### config.mk
export PLATFORM = sky130hd
export DESIGN_NAME = tmu_timer_unit
export DESIGN_NICKNAME = d
export VERILOG_FILES = /design/src/rtl/tmu_pkg.sv /design/src/rtl/tmu_regport.sv /design/src/rtl/tmu_channel.sv /design/src/rtl/tmu_timer_unit.sv
export SDC_FILE = /design/constraint.sdc
export NUM_CORES = 1
export LEC_CHECK = 0
export BUFFER_PORTS_ARGS = -buffer_cell sky130_fd_sc_hd__buf_2
export CORE_UTILIZATION = 35
export CTS_BUF_LIST = sky130_fd_sc_hd__clkbuf_8
export CTS_CLUSTER_DIAMETER = 50
export DETAILED_ROUTE_END_ITERATION = 10
export PLACE_DENSITY_LB_ADDON = 0.2
export SKIP_CTS_REPAIR_TIMING = 1
export SLEW_MARGIN = 20
export SYNTH_ARGS = -nofsm -noshare
export SYNTH_HDL_FRONTEND = slang
export SYNTH_SLANG_ARGS = --single-unit
### constraint.sdc
create_clock -name clk -period 8.04 [get_ports clk]
set_input_delay 1.608 -clock clk [delete_from_list [all_inputs] [get_ports clk]]
set_output_delay 1.608 -clock clk [all_outputs]
set_load 0.005 [all_outputs]
### src/rtl/tmu_pkg.sv
package tmu_pkg;
    localparam int REG_W    = 32;
    localparam int PRE_W    = 10;
    localparam int CH_SPAN  = 12;
    localparam int CH_BYTES = 10;
    localparam int CNT_BYTE = 4;
    localparam int CTL_BYTE = 8;
    localparam int IE_BIT   = 5;
    localparam int FLAG_BIT = 8;

    typedef enum logic {
        CH_STOP = 1'b0,
        CH_RUN  = 1'b1
    } ch_state_e;

    // terminal prescaler phase for a divider code
    function automatic logic [PRE_W-1:0] pre_last(input logic [2:0] code);
        case (code)
            3'd0:    pre_last = PRE_W'(3);
            3'd1:    pre_last = PRE_W'(15);
            3'd2:    pre_last = PRE_W'(63);
            3'd3:    pre_last = PRE_W'(255);
            default: pre_last = PRE_W'(1023);
        endcase
    endfunction
endpackage

### src/rtl/tmu_regport.sv
module tmu_regport #(
    parameter int ADDR_W    = 6,
    parameter int MAP_BYTES = 44
) (
    input  logic                   bus_wr,
    input  logic                   bus_rd,
    input  logic [ADDR_W-1:0]      bus_addr,
    input  logic [1:0]             bus_size,
    input  logic [31:0]            bus_wdata,
    input  logic [MAP_BYTES*8-1:0] img_i,
    output logic [MAP_BYTES-1:0]   be_o,
    output logic [MAP_BYTES*8-1:0] bdat_o,
    output logic [31:0]            rdata_o
);
    int nbytes;
    int d;
    int a;

    always_comb begin
        be_o    = '0;
        bdat_o  = '0;
        rdata_o = '0;
        d       = 0;
        a       = 0;
        nbytes  = (bus_size == 2'd0) ? 1 : ((bus_size == 2'd1) ? 2 : 4);
        for (int b = 0; b < MAP_BYTES; b++) begin
            d = b - int'(bus_addr);
            if (bus_wr && d >= 0 && d < nbytes) begin
                be_o[b]          = 1'b1;
                bdat_o[b*8 +: 8] = bus_wdata[d*8 +: 8];
            end
        end
        for (int j = 0; j < 4; j++) begin
            a = int'(bus_addr) + j;
            if (bus_rd && j < nbytes && a < MAP_BYTES)
                rdata_o[j*8 +: 8] = img_i[a*8 +: 8];
        end
    end
endmodule

### src/rtl/tmu_channel.sv
module tmu_channel
    import tmu_pkg::*;
(
    input  logic                  clk,
    input  logic                  rst_n,
    input  logic                  run_i,
    input  logic [CH_BYTES-1:0]   wbe_i,
    input  logic [CH_BYTES*8-1:0] wdat_i,
    output logic [CH_BYTES*8-1:0] rimg_o,
    output logic                  irq_o,
    output logic                  running_o,
    output logic                  flag_o,
    output logic                  ie_o,
    output logic [REG_W-1:0]      cnt_o,
    output logic [REG_W-1:0]      rel_o
);
    ch_state_e        state_q, state_d;
    logic [PRE_W-1:0] pre_q, pre_d;
    logic             tick;
    logic [REG_W-1:0] rel_q, rel_d, cnt_q, cnt_d;
    logic [2:0]       psc_q, psc_d;
    logic             ie_q, ie_d, flag_q, flag_d;
    logic             cnt_wr, uf, clr_req;
    logic             unused_wdat;

    assign unused_wdat = ^wdat_i;

    // state register
    always_ff @(posedge clk or negedge rst_n) begin
        if (!rst_n) state_q <= CH_STOP;
        else        state_q <= state_d;
    end

    // transitions: start / halt
    always_comb begin
        unique case (state_q)
            CH_STOP: state_d = run_i ? CH_RUN : CH_STOP;
            CH_RUN:  state_d = run_i ? CH_RUN : CH_STOP;
            default: state_d = CH_STOP;
        endcase
    end

    // per-state outputs: prescaler phase and tick
    always_comb begin
        unique case (state_q)
            CH_STOP: begin
                tick  = 1'b0;
                pre_d = '0;
            end
            CH_RUN: begin
                tick  = (pre_q >= pre_last(psc_q));
                pre_d = tick ? '0 : pre_q + 1'b1;
            end
            default: begin
                tick  = 1'b0;
                pre_d = '0;
            end
        endcase
    end

    // counter, reload and control datapath
    always_comb begin
        for (int k = 0; k < 4; k++) begin
            rel_d[k*8 +: 8] = wbe_i[k] ? wdat_i[k*8 +: 8] : rel_q[k*8 +: 8];
            cnt_d[k*8 +: 8] = wbe_i[CNT_BYTE+k] ? wdat_i[(CNT_BYTE+k)*8 +: 8]
                                                : cnt_q[k*8 +: 8];
        end
        cnt_wr = |wbe_i[CNT_BYTE +: 4];
        uf     = 1'b0;
        if (!cnt_wr && tick) begin
            if (cnt_q == '0) begin
                cnt_d = rel_q;
                uf    = 1'b1;
            end else begin
                cnt_d = cnt_q - 32'd1;
            end
        end
        psc_d = psc_q;
        ie_d  = ie_q;
        if (wbe_i[CTL_BYTE]) begin
            psc_d = wdat_i[CTL_BYTE*8 +: 3];
            ie_d  = wdat_i[CTL_BYTE*8 + IE_BIT];
        end
        clr_req = wbe_i[CTL_BYTE + FLAG_BIT/8] && !wdat_i[CTL_BYTE*8 + FLAG_BIT];
        flag_d  = uf | (flag_q & ~clr_req);
    end

    always_ff @(posedge clk or negedge rst_n) begin
        if (!rst_n) begin
            pre_q  <= '0;
            rel_q  <= '1;
            cnt_q  <= '1;
            psc_q  <= '0;
            ie_q   <= 1'b0;
            flag_q <= 1'b0;
        end else begin
            pre_q  <= pre_d;
            rel_q  <= rel_d;
            cnt_q  <= cnt_d;
            psc_q  <= psc_d;
            ie_q   <= ie_d;
            flag_q <= flag_d;
        end
    end

    assign rimg_o    = {7'b0, flag_q, 2'b0, ie_q, 2'b0, psc_q, cnt_q, rel_q};
    assign irq_o     = flag_q & ie_q;
    assign running_o = (state_q == CH_RUN);
    assign flag_o    = flag_q;
    assign ie_o      = ie_q;
    assign cnt_o     = cnt_q;
    assign rel_o     = rel_q;
endmodule

### src/rtl/tmu_timer_unit.sv
module tmu_timer_unit
    import tmu_pkg::*;
#(
    parameter int NUM_CH  = 3,
    parameter bit ALT_MAP = 1'b0,
    parameter int ADDR_W  = 6
) (
    input  logic              clk,
    input  logic              rst_n,
    input  logic              bus_wr,
    input  logic              bus_rd,
    input  logic [ADDR_W-1:0] bus_addr,
    input  logic [1:0]        bus_size,
    input  logic [31:0]       bus_wdata,
    output logic [31:0]       bus_rdata,
    output logic [NUM_CH-1:0] irq_o
);
    localparam int START_OFF = ALT_MAP ? 2 : 4;
    localparam int CH_BASE   = ALT_MAP ? 4 : 8;
    localparam int MAP_BYTES = CH_BASE + CH_SPAN * NUM_CH;

    logic [NUM_CH-1:0]          start_q;
    logic [MAP_BYTES-1:0]       be;
    logic [MAP_BYTES*8-1:0]     bdat;
    logic [MAP_BYTES*8-1:0]     img;
    logic [NUM_CH*CH_BYTES*8-1:0] ch_img;
    logic [NUM_CH-1:0]          run_v, flag_v, ie_v;
    logic [NUM_CH*REG_W-1:0]    cnt_flat, rel_flat;
    logic                       unused_bdat;

    assign unused_bdat = ^{be, bdat};

    tmu_regport #(.ADDR_W(ADDR_W), .MAP_BYTES(MAP_BYTES)) u_port (
        .bus_wr(bus_wr), .bus_rd(bus_rd), .bus_addr(bus_addr),
        .bus_size(bus_size), .bus_wdata(bus_wdata), .img_i(img),
        .be_o(be), .bdat_o(bdat), .rdata_o(bus_rdata)
    );

    always_ff @(posedge clk or negedge rst_n) begin
        if (!rst_n)             start_q <= '0;
        else if (be[START_OFF]) start_q <= bdat[START_OFF*8 +: NUM_CH];
    end

    always_comb begin
        img = '0;
        img[START_OFF*8 +: 8] = {{(8-NUM_CH){1'b0}}, start_q};
        for (int c = 0; c < NUM_CH; c++)
            img[(CH_BASE + CH_SPAN*c)*8 +: CH_BYTES*8] = ch_img[c*CH_BYTES*8 +: CH_BYTES*8];
    end

    for (genvar g = 0; g < NUM_CH; g++) begin : g_ch
        localparam int OFF = CH_BASE + CH_SPAN * g;
        tmu_channel u_ch (
            .clk(clk), .rst_n(rst_n), .run_i(start_q[g]),
            .wbe_i(be[OFF +: CH_BYTES]),
            .wdat_i(bdat[OFF*8 +: CH_BYTES*8]),
            .rimg_o(ch_img[g*CH_BYTES*8 +: CH_BYTES*8]),
            .irq_o(irq_o[g]), .running_o(run_v[g]),
            .flag_o(flag_v[g]), .ie_o(ie_v[g]),
            .cnt_o(cnt_flat[g*REG_W +: REG_W]),
            .rel_o(rel_flat[g*REG_W +: REG_W])
        );
    end
endmodule

# ---- Yosys cells after proc, flatten, opt, wreduce, memory -nomap -nowiden
# Cells that the tools add are included.
dict set report op_classes {
  add_sub_neg 40
  magnitude_cmp 73
  n_eq_ne 10
  shifts 35
  muxes 110
  n_bitwise 15
  reduce_logical 104
}
# op count
set ops {}
lappend ops {{352-bit by 32-bit indexed part select with 8-bit output} 3}
lappend ops {{32-bit by 1-bit >= comparator with 1-bit output, second input constant} 31}
lappend ops {{32-bit less-than comparator} 31}
lappend ops {{32-bit by 32-bit indexed part select with 8-bit output} 24}
lappend ops {{352-bit by 10-bit indexed part select with 8-bit output} 1}
lappend ops {{8-bit 2-to-1 mux} 40}
lappend ops {{32-bit 2-to-1 mux} 7}
lappend ops {{10-bit case mux with 4 select lines} 3}
lappend ops {{32-bit logical NOT} 3}
lappend ops {{32-bit by 7-bit less-than comparator with 1-bit output, second input constant} 3}
lappend ops {{32-bit by 32-bit indexed part select with 1-bit output} 3}
lappend ops {{32-bit by 32-bit indexed part select with 6-bit output} 3}
lappend ops {{32-bit by 1-bit subtractor with 32-bit output, second input constant} 3}
lappend ops {{5-bit by 6-bit subtractor with 7-bit output, first input constant} 12}
lappend ops {{1-bit logical AND} 76}
lappend ops {{6-bit by 6-bit subtractor with 7-bit output, first input constant} 10}
lappend ops {{3-bit by 32-bit less-than comparator with 1-bit output, first input constant} 2}
lappend ops {{10-bit 2-to-1 mux} 6}
lappend ops {{10-bit case mux with 2 select lines} 3}
lappend ops {{4-bit by 6-bit subtractor with 7-bit output, first input constant} 8}
lappend ops {{1-bit 2-to-1 mux} 43}
lappend ops {{1-bit by 32-bit less-than comparator with 1-bit output, first input constant} 1}
lappend ops {{2-bit by 32-bit less-than comparator with 1-bit output, first input constant} 1}
lappend ops {{32-bit by 32-bit indexed part select with 3-bit output} 1}
lappend ops {{other kinds (20)} 69}
dict set report totals {
  reg_bits 243
}

# ---- Depth between registers and ports, before layout
dict set report logic_depth {
  depth_word 11
  mapped_depth 19
  mapped_depth_nobuf 11
}

# ---- Modules after synthesis
# A second synthesis with hierarchy kept.
dict set report hier_totals {
  hier_cells 3484
  area_unflattened_um2 32017.0
}
# mod instances cells_each area_per_inst_um2 seq_area_each_um2
set by_module_without_submodules {}
lappend by_module_without_submodules {tmu_regport 1 1875 16492.1 0.0}
lappend by_module_without_submodules {tmu_channel 3 534 5137.4 2082.0}
lappend by_module_without_submodules {tmu_timer_unit 1 7 112.6 75.1}

# ---- Worst setup path before layout
# Ideal clock, no wire load.
dict set report synth_path {
  path_kind {input to output}
  from {input port bus_addr[0]}
  to {output port bus_rdata[24]}
  arrival_ps 4570
  required_time_ps 6432
  path_slack_ps 1862
  stages 15
  cell_sequence {buf_2 buf_2 buf_2 inv_1 clkbuf_1 buf_1 ha_1 clkbuf_1 nor2b_1 xnor2_1 a22o_1 a221oi_1 a211o_1 nand2b_1 nor4_1}
}
dict set report synth_between {
  elab_chain_cells 4
}
# item line_no
set synth_lines {}
lappend synth_lines {{from (decl)} tmu_timer_unit.sv:12} ;# input logic [ADDR_W-1:0] bus_addr,
lappend synth_lines {{6-bit by 2-bit adder with 7-bit output (*)} tmu_regport.sv:34} ;# a = int'(bus_addr) + j;
lappend synth_lines {{32-bit by 7-bit less-than comparator with 1-bit output} tmu_regport.sv:35} ;# if (bus_rd && j < nbytes && a < MAP_BYTES)
lappend synth_lines {{1-bit logical AND} tmu_regport.sv:35}
lappend synth_lines {{8-bit 2-to-1 mux (*)} tmu_regport.sv:35}
lappend synth_lines {{to (decl)} tmu_timer_unit.sv:15} ;# output logic [31:0] bus_rdata,
# Mark *: on every way between the ends. The rest lies on a longest branch, timed or not.

# ---- Worst setup path after layout
dict set report layout_path {
  from {input port bus_addr[2]}
  to {output port bus_rdata[2]}
}
dict set report layout_between {
  elab_chain_cells 3
}
# item line_no
set layout_lines {}
lappend layout_lines {{branches (longest 2 deep; another with 352-bit by 10-bit indexed part select with 8-bit output)} --}
lappend layout_lines {{8-bit 2-to-1 mux (*)} tmu_regport.sv:35}
# Every way passes the cells marked *.

==> impl_metrics.tcl <==
set metrics [dict create \
    grt_pass1_wl_um 186900 \
    power_frac_seq_pct 35.4 \
    endpoint_kind "output port" \
    p_clk_share_pct 24.6 \
    synth_cells 2861 \
    worstHoldStart "g_ch[2].u_ch.pre_q[0]" \
    avgRoutedWirePerCell_um 35.77 \
    hold_end "g_ch[2].u_ch.pre_q[0]" \
    sw_frac_of_total_pct 45.27 \
    fmax_ghz 0.1469 \
    die_height_um 264.1 \
    dp_hpwl_um 101900 \
    cp_data_required_time_ns 6.43 \
    antenna_left 0 \
    path_class "primary input to output port" \
    async_reset_ff_share_pct 100.0 \
    cts_root_buf "clkbuf_8" \
    clk-insertion-delay-late_ns 0.69 \
    max_stage_delay_ns 0.82 \
    post-route-period-util_pct 84.66 \
    rrSetupSlack_ns 4.48 \
    grt.overflow.total 0 \
    cts_num_sinks 243 \
    hold_viol 0 \
    via_per_inst 6.803 \
    p_sw_mw 2.977 \
    reg2reg_to "g_ch[0].u_ch.cnt_o[19]" \
    synthFlopType "dfstp_2" \
    fp.dieW_um 264.1 \
    syn_to_final_growth_pct 9.511 \
    final_cells 3730 \
    grt_setup_unrepaired "no" \
    gp_congestion 1.053 \
    crit_fanout 137 \
    synth_cell_type_count 92 \
    wl_met2_um 56420 \
    p_int_mw 3.600 \
    slew_headroom_pct 20.46 \
    p_per_area_mw_per_mm2 249.7 \
    ir_drop_uv 161.1 \
    slew_viol_final 0 \
    path_clk_slew_ns 0.05 \
    p_leak_nw 10.38 \
    track_usage_pct 37.57 \
    min_period_ns 6.807 \
    drc_errors 0 \
    final_cell_mix "nand2_1 (292), nor2_1 (256), o21ai_0 (233)" \
    cts_max_path_buffers 3 \
    final_common_cell "nand2_1" \
    met3_length_um 14180 \
    synth.yosys.seq_area_share_pct 26.29 \
    synth_edf_count 0 \
    drt-pass1-iter-count 6 \
    r2r_start "g_ch[0].u_ch.psc_q[1]" \
    drive_gt1_share_pct 23.33 \
    syn-mean-instance-area_um2 8.405 \
    grt_pass1_vias 23870 \
    worst_slew_pin_slew_ns 1.184 \
    skew_ns 0.05216 \
    cts_tree "yes" \
    core_area_mm2 0.06763 \
    p_comb_share_pct 40.0 \
    cpMaxStageDelayCell "nand2b_1" \
    top_layer "met5" \
    final_util_pct 38.94 \
    nets 2908 \
    final-setup-viol-count 0 \
    synth_warnings 0 \
    syn_nets 2962 \
    outcome "finished clean" \
    initial_core_util_pct 35.56 \
    critPathArrivalTime_ns 5.20 \
    hold_path_class "flop to flop" \
    crit_chain "buf_4 -> buf_12 -> nand2b_1 -> nor2_1 -> a221oi_1 -> a2111oi_0 -> nor2b_1 -> buf_2" \
    setup_tns_ns 0 \
    wl_met1_um 53060 \
    syn-cell-area_mm2 0.02405 \
    ys_seq_elements 243 \
    cts_buffers 55 \
    dp.cells 3621 \
    fill_cells 6936 \
    totalWireLength_um 133400 \
    io_pins 79 \
    rows 95 \
    holdPathStages 1 \
    cp-start-kind "primary input" \
    drv_cap 0 \
    die-area_mm2 0.06976 \
    ctsHtreeMaxLevel 2 \
    rr_worst_depth 10 \
    dr_total_vias 25380 \
    critical_path.startpoint "bus_addr[2]" \
    antenna_found_initial 11 \
    drt_iter0_drc 3185 \
    grt_start_max_net_pins 138 \
    portBuffers 78 \
]
==> state kept, by name (all words and copies together) (netlist names) <==
name,count
g_ch.u_ch.cnt_o,96
g_ch.u_ch.flag_o,3
g_ch.u_ch.ie_o,3
g_ch.u_ch.pre_q,30
g_ch.u_ch.psc_q,9
g_ch.u_ch.rel_o,96
g_ch.u_ch.running_o,3
start_q,3
==> cells by family (layout without fill, tap and decap cells) <==
logic type	Yosys count	in the layout	synth area share (%)
adders and majority gates	57	57	2.966
xor gates and xnor gates	97	97	3.533
other	0	7	0
buffers and inverters	349	338	6.035
DFF	243	243	26.29
muxes	323	323	19.20
AOI/OAI and AO/OA	823	823	22.58
and+or+nand+nor	969	969	19.40
==> power by group through the flow <==
stage	clock [mW]	sequential (mW)	combinational [mW]
2_1_floorplan	0	1.81	1.92
3_3_place_gp	0	2.29	2.53
3_5_place_dp	0	2.30	2.54
4_1_cts	1.63	2.28	2.56
5_1_grt	1.69	2.32	2.81
6_report	1.62	2.33	2.63
==> synth_stat cells (all sizes together) (13+ instances only) <==
library cell / n / share of area (%)
buf: 71 / 1.6
nand2: 292 / 4.6
nor3: 60 / 1.2
a211o: 14 / 0.51
dfstp: 192 / 21
and2: 28 / 0.73
clkbuf: 189 / 3.0
dfrtp: 51 / 5.3
a221o: 42 / 1.8
nand2b: 20 / 0.52
ha: 57 / 3.0
nand3: 85 / 1.8
xnor2: 69 / 2.5
a311oi: 15 / 0.55
mux4: 101 / 9.5
or3: 16 / 0.43
xor2: 28 / 1.0
nor4: 41 / 1.2
inv: 88 / 1.4
nor2b: 37 / 0.96
o22ai: 32 / 0.83
o31ai: 13 / 0.41
a32oi: 16 / 0.58
mux2: 87 / 4.1
a221oi: 41 / 1.5
o211ai: 25 / 0.78
a31oi: 25 / 0.65
o21ai: 235 / 4.9
a211oi: 64 / 2.0
a21oi: 177 / 3.7
mux2i: 135 / 5.6
a22oi: 15 / 0.47
and3: 41 / 1.1
or4: 21 / 0.69
nand4: 26 / 0.68
nor2: 259 / 4.1
==> per-stage QoR <==
step	setup WS [ns]	hold WS, ns	power (mW)	cell area (um2)
3_5_place_dp	1.396	0.4760	4.841	25060
2_1_floorplan	1.862	0.3885	3.734	24050
3_3_place_gp	1.447	0.4727	4.825	25050
4_1_cts	1.388	0.4847	6.469	26300
5_1_grt	1.256	0.5018	6.823	26330
6_report	1.233	0.4818	6.577	26340
==> routing by layer <==
metal / vias up / track usage (%)
met5: - / 0
met4: 6 / 23.96
met3: 347 / 9.368
met2: 1658 / 55.37
met1: 12700 / 48.95
li1: 10670 / -
==> worst max-delay path: cells and delay by family <==
family	cells	cell delay, ns
and+or+nand+nor	3	1.97
buffers and inverters	3	0.91
AOI/OAI and AO/OA	2	0.59
==> worst max-delay path by stage <==
stage	to	slack (ns)	cells past startpoint
after global routing	bus_rdata[2]	1.26	8
after detailed placement	bus_rdata[2]	1.40	8
after CTS	bus_rdata[2]	1.39	8
after global placement	bus_rdata[2]	1.45	8
final	bus_rdata[2]	1.23	8
after floorplan	bus_rdata[24]	1.86	15
==> area by class of cell <==
cell class                 count  area (um2)  share of cell area, %
multi-input combinational   2269       16340                  62.05
sequential                   243        6321                  24.00
tap                          873        1092                  4.148
timing repair buffer         150       989.7                  3.758
clock buffer                  68       935.9                  3.554
inverter                      88       330.3                  1.254
clock inverter                32       307.8                  1.169
antenna                        7       17.52                0.06651
Power figures use the tool's default switching activity.
